`src/rtl/vote_pkg.sv`:
```
package vote_pkg;
  localparam int unsigned DEF_N_CAND  = 8;
  localparam int unsigned DEF_TALLY_W = 32;
endpackage

```
`src/rtl/ballot_encoder.sv`:
```
module ballot_encoder #(
  parameter int unsigned N_CAND = vote_pkg::DEF_N_CAND,
  localparam int unsigned IDX_W = $clog2(N_CAND)
) (
  input  logic [N_CAND-1:0] ballot_i,
  output logic [IDX_W-1:0]  idx_o,
  output logic              any_o
);
  // scan downward so the lowest raised line is the last assignment
  always_comb begin
    idx_o = '0;
    for (int k = N_CAND - 1; k >= 0; k--) begin
      if (ballot_i[k]) idx_o = IDX_W'(k);
    end
  end

  assign any_o = |ballot_i;
endmodule

```
`src/rtl/tally_decoder.sv`:
```
module tally_decoder #(
  parameter int unsigned N_CAND = vote_pkg::DEF_N_CAND,
  localparam int unsigned IDX_W = $clog2(N_CAND)
) (
  input  logic              en_i,
  input  logic [IDX_W-1:0]  idx_i,
  output logic [N_CAND-1:0] we_o
);
  for (genvar k = 0; k < N_CAND; k++) begin : g_we
    assign we_o[k] = en_i && (idx_i == IDX_W'(k));
  end
endmodule

```
`src/rtl/tally_bank.sv`:
```
module tally_bank #(
  parameter int unsigned N_CAND  = vote_pkg::DEF_N_CAND,
  parameter int unsigned TALLY_W = vote_pkg::DEF_TALLY_W,
  localparam int unsigned IDX_W  = $clog2(N_CAND)
) (
  input  logic                            clk_i,
  input  logic                            rst_ni,
  input  logic [N_CAND-1:0]               we_i,
  input  logic [IDX_W-1:0]                rd_sel_i,
  output logic [TALLY_W-1:0]              rd_data_o,
  output logic [N_CAND-1:0][TALLY_W-1:0]  tally_q_o
);
  logic [TALLY_W-1:0] inc_val;

  assign rd_data_o = tally_q_o[rd_sel_i];
  assign inc_val   = rd_data_o + 1'b1;  // shared incrementer, wraps naturally

  for (genvar k = 0; k < N_CAND; k++) begin : g_reg
    always_ff @(posedge clk_i or negedge rst_ni) begin
      if (!rst_ni)     tally_q_o[k] <= '0;
      else if (we_i[k]) tally_q_o[k] <= inc_val;
    end
  end
endmodule

```
`src/rtl/vote_tally.sv`:
```
module vote_tally #(
  parameter int unsigned N_CAND  = vote_pkg::DEF_N_CAND,
  parameter int unsigned TALLY_W = vote_pkg::DEF_TALLY_W,
  localparam int unsigned IDX_W  = $clog2(N_CAND)
) (
  input  logic               clk_i,
  input  logic               rst_ni,
  input  logic [N_CAND-1:0]  ballot_i,
  input  logic               detect_i,
  input  logic [IDX_W-1:0]   view_sel_i,
  output logic [TALLY_W-1:0] tally_o
);
  logic [IDX_W-1:0]                cand_idx;
  logic                            any_ballot;
  logic                            wr_vote;
  logic [IDX_W-1:0]                rd_sel;
  logic [N_CAND-1:0]               we_vec;
  logic [N_CAND-1:0][TALLY_W-1:0]  tally_q;

  ballot_encoder #(.N_CAND(N_CAND)) u_enc (
    .ballot_i (ballot_i),
    .idx_o    (cand_idx),
    .any_o    (any_ballot)
  );

  assign wr_vote = detect_i && any_ballot;
  // vote owns the read port; otherwise the viewer does
  assign rd_sel  = wr_vote ? cand_idx : view_sel_i;

  tally_decoder #(.N_CAND(N_CAND)) u_dec (
    .en_i  (wr_vote),
    .idx_i (cand_idx),
    .we_o  (we_vec)
  );

  tally_bank #(.N_CAND(N_CAND), .TALLY_W(TALLY_W)) u_bank (
    .clk_i     (clk_i),
    .rst_ni    (rst_ni),
    .we_i      (we_vec),
    .rd_sel_i  (rd_sel),
    .rd_data_o (tally_o),
    .tally_q_o (tally_q)
  );
endmodule

```
`config.mk`:
```
export PLATFORM = sky130hd
export DESIGN_NAME = vote_tally
export DESIGN_NICKNAME = d
export VERILOG_FILES = /design/src/rtl/vote_pkg.sv /design/src/rtl/ballot_encoder.sv /design/src/rtl/tally_decoder.sv /design/src/rtl/tally_bank.sv /design/src/rtl/vote_tally.sv
export SDC_FILE = /design/constraint.sdc
export NUM_CORES = 1
export LEC_CHECK = 0
export BUFFER_PORTS_ARGS = -buffer_cell sky130_fd_sc_hd__buf_2
export CORE_MARGIN = 5
export CORE_UTILIZATION = 40
export CTS_CLUSTER_DIAMETER = 30
export DETAILED_ROUTE_END_ITERATION = 6
export GPL_TIMING_DRIVEN = 0
export PLACE_DENSITY_LB_ADDON = 0.3
export REMOVE_ABC_BUFFERS = 1
export SLEW_MARGIN = 20
export SYNTH_ARGS = -nofsm -noshare
export SYNTH_HDL_FRONTEND = slang
export SYNTH_HIERARCHICAL = 1
export SYNTH_SLANG_ARGS = --single-unit
```
`constraint.sdc`:
```
create_clock -name clk_i -period 9.5 [get_ports clk_i]
set_clock_uncertainty 0.05 [all_clocks]
set_input_delay 0.95 -clock clk_i [delete_from_list [all_inputs] [get_ports clk_i]]
set_output_delay 0.95 -clock clk_i [all_outputs]
set_load 0.02 [all_outputs]
```
==> out/qor.txt <==
Remaining DRCs: 0
synthesized area per cell: 11.2 um^2
Reg area: 6410 um^2
Hold Crit Class: in2async
Worst-Skew Late Latency: 580 ps
mux cell area share after synthesis: 20.7%
CTS tree: done
drt first-iter violations: 1041
Inserted Clock Buffers: 58
worst path required time: 8500 ps
post-CTS resize count: 0
adder-cell share of the synthesized area: 0.0879%
CP startpoint kind: primary input
ys flop type: dfrtp_1
VDD IR max: 0.000183 V
Max Fanout on Critical Path: 50
CP Launch Point: ballot_i[4]
flops & latches, synth: 256
die width: 199 um
Post-synth top cells: 256 x dfrtp_1, 136 x nand2_1, 108 x mux2_2
top cells by area, synth: dfrtp_1 45%, mux2_2 8.5%, mux4_2 7.8%
worst r2r dst: u_bank/tally_q_o[120]$_DFFE_PN0P_
io pins: 46
Die H: 199 um
GP Congestion: 0.751
CTS clk-pin slew, worst paths: 40 ps
compound-cell area share of the yosys netlist: 13.0%
crit path DAT: 5400 ps
XOR/XNOR share of the synthesized area: 0.554%
FF-to-FF Start: u_bank/tally_q_o[96]$_DFFE_PN0P_
largest net degree at the start of global routing: 77
max-slew violations: 0
fill cell count: 3127
post-route ant nets: 0
Synth cell types: 70
crit end category: output port
Largest Register: u_bank/tally_q_o
final hold vios: 0
Synth Area in Simple Gates: 14.4%
most numerous cell in the Yosys netlist: dfrtp_1
wire per inst: 22.7 um
most frequent CP cell: buf_2
fmax: 156 MHz
pre-CTS setup slack: 2690 ps
sequential cell area fraction in the yosys report: 45.0%
total core area: 35300 um^2
first-pass GRT wire length: 64000 um
# nets final: 1265
postcts setup bufs: 0
Starting Density: 40.3%
max_cap viols: 0
biggest regs: u_bank/tally_q_o (256)
synthesized instance count: 1265
FFs w/ async S/R, synth: 100%
critical path's largest stage delay: 1040 ps
post-synthesis cell area: 14200 um^2
Clock Sink Count: 256
Syn. warnings: 6
Std-Cell Rows: 69
R2R depth: 10
area leader, netlist: dfrtp_1
Setup CP Type: in2out
Root Driver: clkbuf_16
die area: 39400 um^2
wirelength, routed: 39900 um
Slew HR: 23.5%
Detailed Routing Iterations Pass 1: 6
Slew @ Worst Pin: 1120 ps
DR vias: 10.8k
total power: 3840 uW
GRT Overall Usage: 20.3%
Power Density: 228 nW/um^2
Post-synth EDFFs: 0
Post-CTS Hold Buffers: 0
Final WS setup: 3100 ps
initial antenna violation count: 0
Max clock buf depth: 3
setup violators final: 0
status: complete, no violations
Static Leak: 0.00731 uW
GR Overflow Total: 0
IO Port Bufs: 45
layout cells sized above 1: 29.5%
CTS H-tree depth: 2
post-synth top area share: 45.0%
RSZ-0062 raised after global routing: no
Layout area overhead: 18.1%
CP Cell Sequence: buf_2 -> nor2_1 -> o21ai_0 -> a21boi_0 -> mux2_4 -> mux4_2 -> mux2i_1 -> clkinv_1 -> buf_2
Setup TNS: 0 ps
fin crit share: 67.4%
flip-flop count of the largest register after layout: 256
DP Wirelength: 21400 um
vias in the first global route: 11.1k
Via density: 6.11
area of the multi-input gates: 7010 um^2
R2R setup slack: 5530 ps
Final Critical Period: 6400 ps
largest family of logic cells by synthesized area: multiplexers
CP max stage cell: mux2_4
ant diodes: 0
how the worst max path moves through the flow:
stage	end	slack [ps]
2_1_floorplan	u_bank/tally_q_o[125]$_DFFE_PN0P_	3690
3_3_place_gp	u_bank/tally_q_o[63]$_DFFE_PN0P_	1250
3_5_place_dp	u_bank/tally_q_o[120]$_DFFE_PN0P_	2690
4_1_cts	tally_o[22]	3170
5_1_grt	tally_o[22]	2650
6_report	tally_o[26]	3100
power by group:
group / total, uW / leakage, uW / switching [uW] / internal, uW
Combinational: 392 / 0.00277 / 235 / 157
Sequential: 1210 / 0.00346 / 37.0 / 1170
Clock: 2240 / 0.00108 / 647 / 1590
placed cells by master (no fill, tap or decap), drive strengths merged, types with 12 or more instances in the layout:
cell type,synthesis,routed
a21oi,12,12
clkbuf,78,67
o221ai,24,24
mux2,111,111
o211ai,48,48
dfrtp,256,256
a221o,24,24
o31ai,72,72
clkinv,3,24
nor2,69,69
mux2i,22,22
nor3,14,14
inv,53,55
nand4,69,69
bufinv,0,16
buf,53,56
mux4,62,62
nor4,27,27
nand2,137,137
nand3,39,39
layer usage:
| metal | global-route usage (%) | up-vias | part of all wire, % |
|---|---|---|---|
| met4 | 5.57 | 0 | 2.0 |
| met3 | 3.68 | 64 | 6.8 |
| met2 | 33.2 | 408 | 49 |
| met5 | 0 | - | 0 |
| li1 | - | 4799 | - |
| met1 | 28.0 | 5490 | 43 |
final cells by class:
class                   count  area share (%)
clock buffers              67            9.20
clock inverters            42            3.90
inverters                  56            1.25
multi-input cells         822            41.7
flip-flops and latches    256            38.1
well taps                 461            3.43
repair buffers             56            2.41
stage by stage:
step           hold slack (ps)  area, um^2  instances  util (%)
6_report                   215       16800       1760      47.6
5_1_grt                    228       16800       1760      47.6
4_1_cts                    216       16800       1760      47.6
3_5_place_dp               411       14600       1651      41.4
3_3_place_gp               404       14400       1640      40.7
2_1_floorplan              390       13600       1134         -
cells by family (layout without fill, tap and decap cells):
family | Yosys count | after routing
compound gates | 227 | 227
xor+xnor | 9 | 9
fa+ha+maj | 1 | 1
buf+inv | 187 | 221
flops | 256 | 256
mux | 195 | 195
simple gates | 390 | 390
critical path, delay by kind of cell:
| family | cells | cell delay (ps) |
|---|---|---|
| multiplexers | 3 | 2520 |
| AND/OR/NAND/NOR | 1 | 90 |
| AO/OA/AOI/OAI | 2 | 810 |
| buffers and inverters | 3 | 990 |
Power figures use the tool's default switching activity.
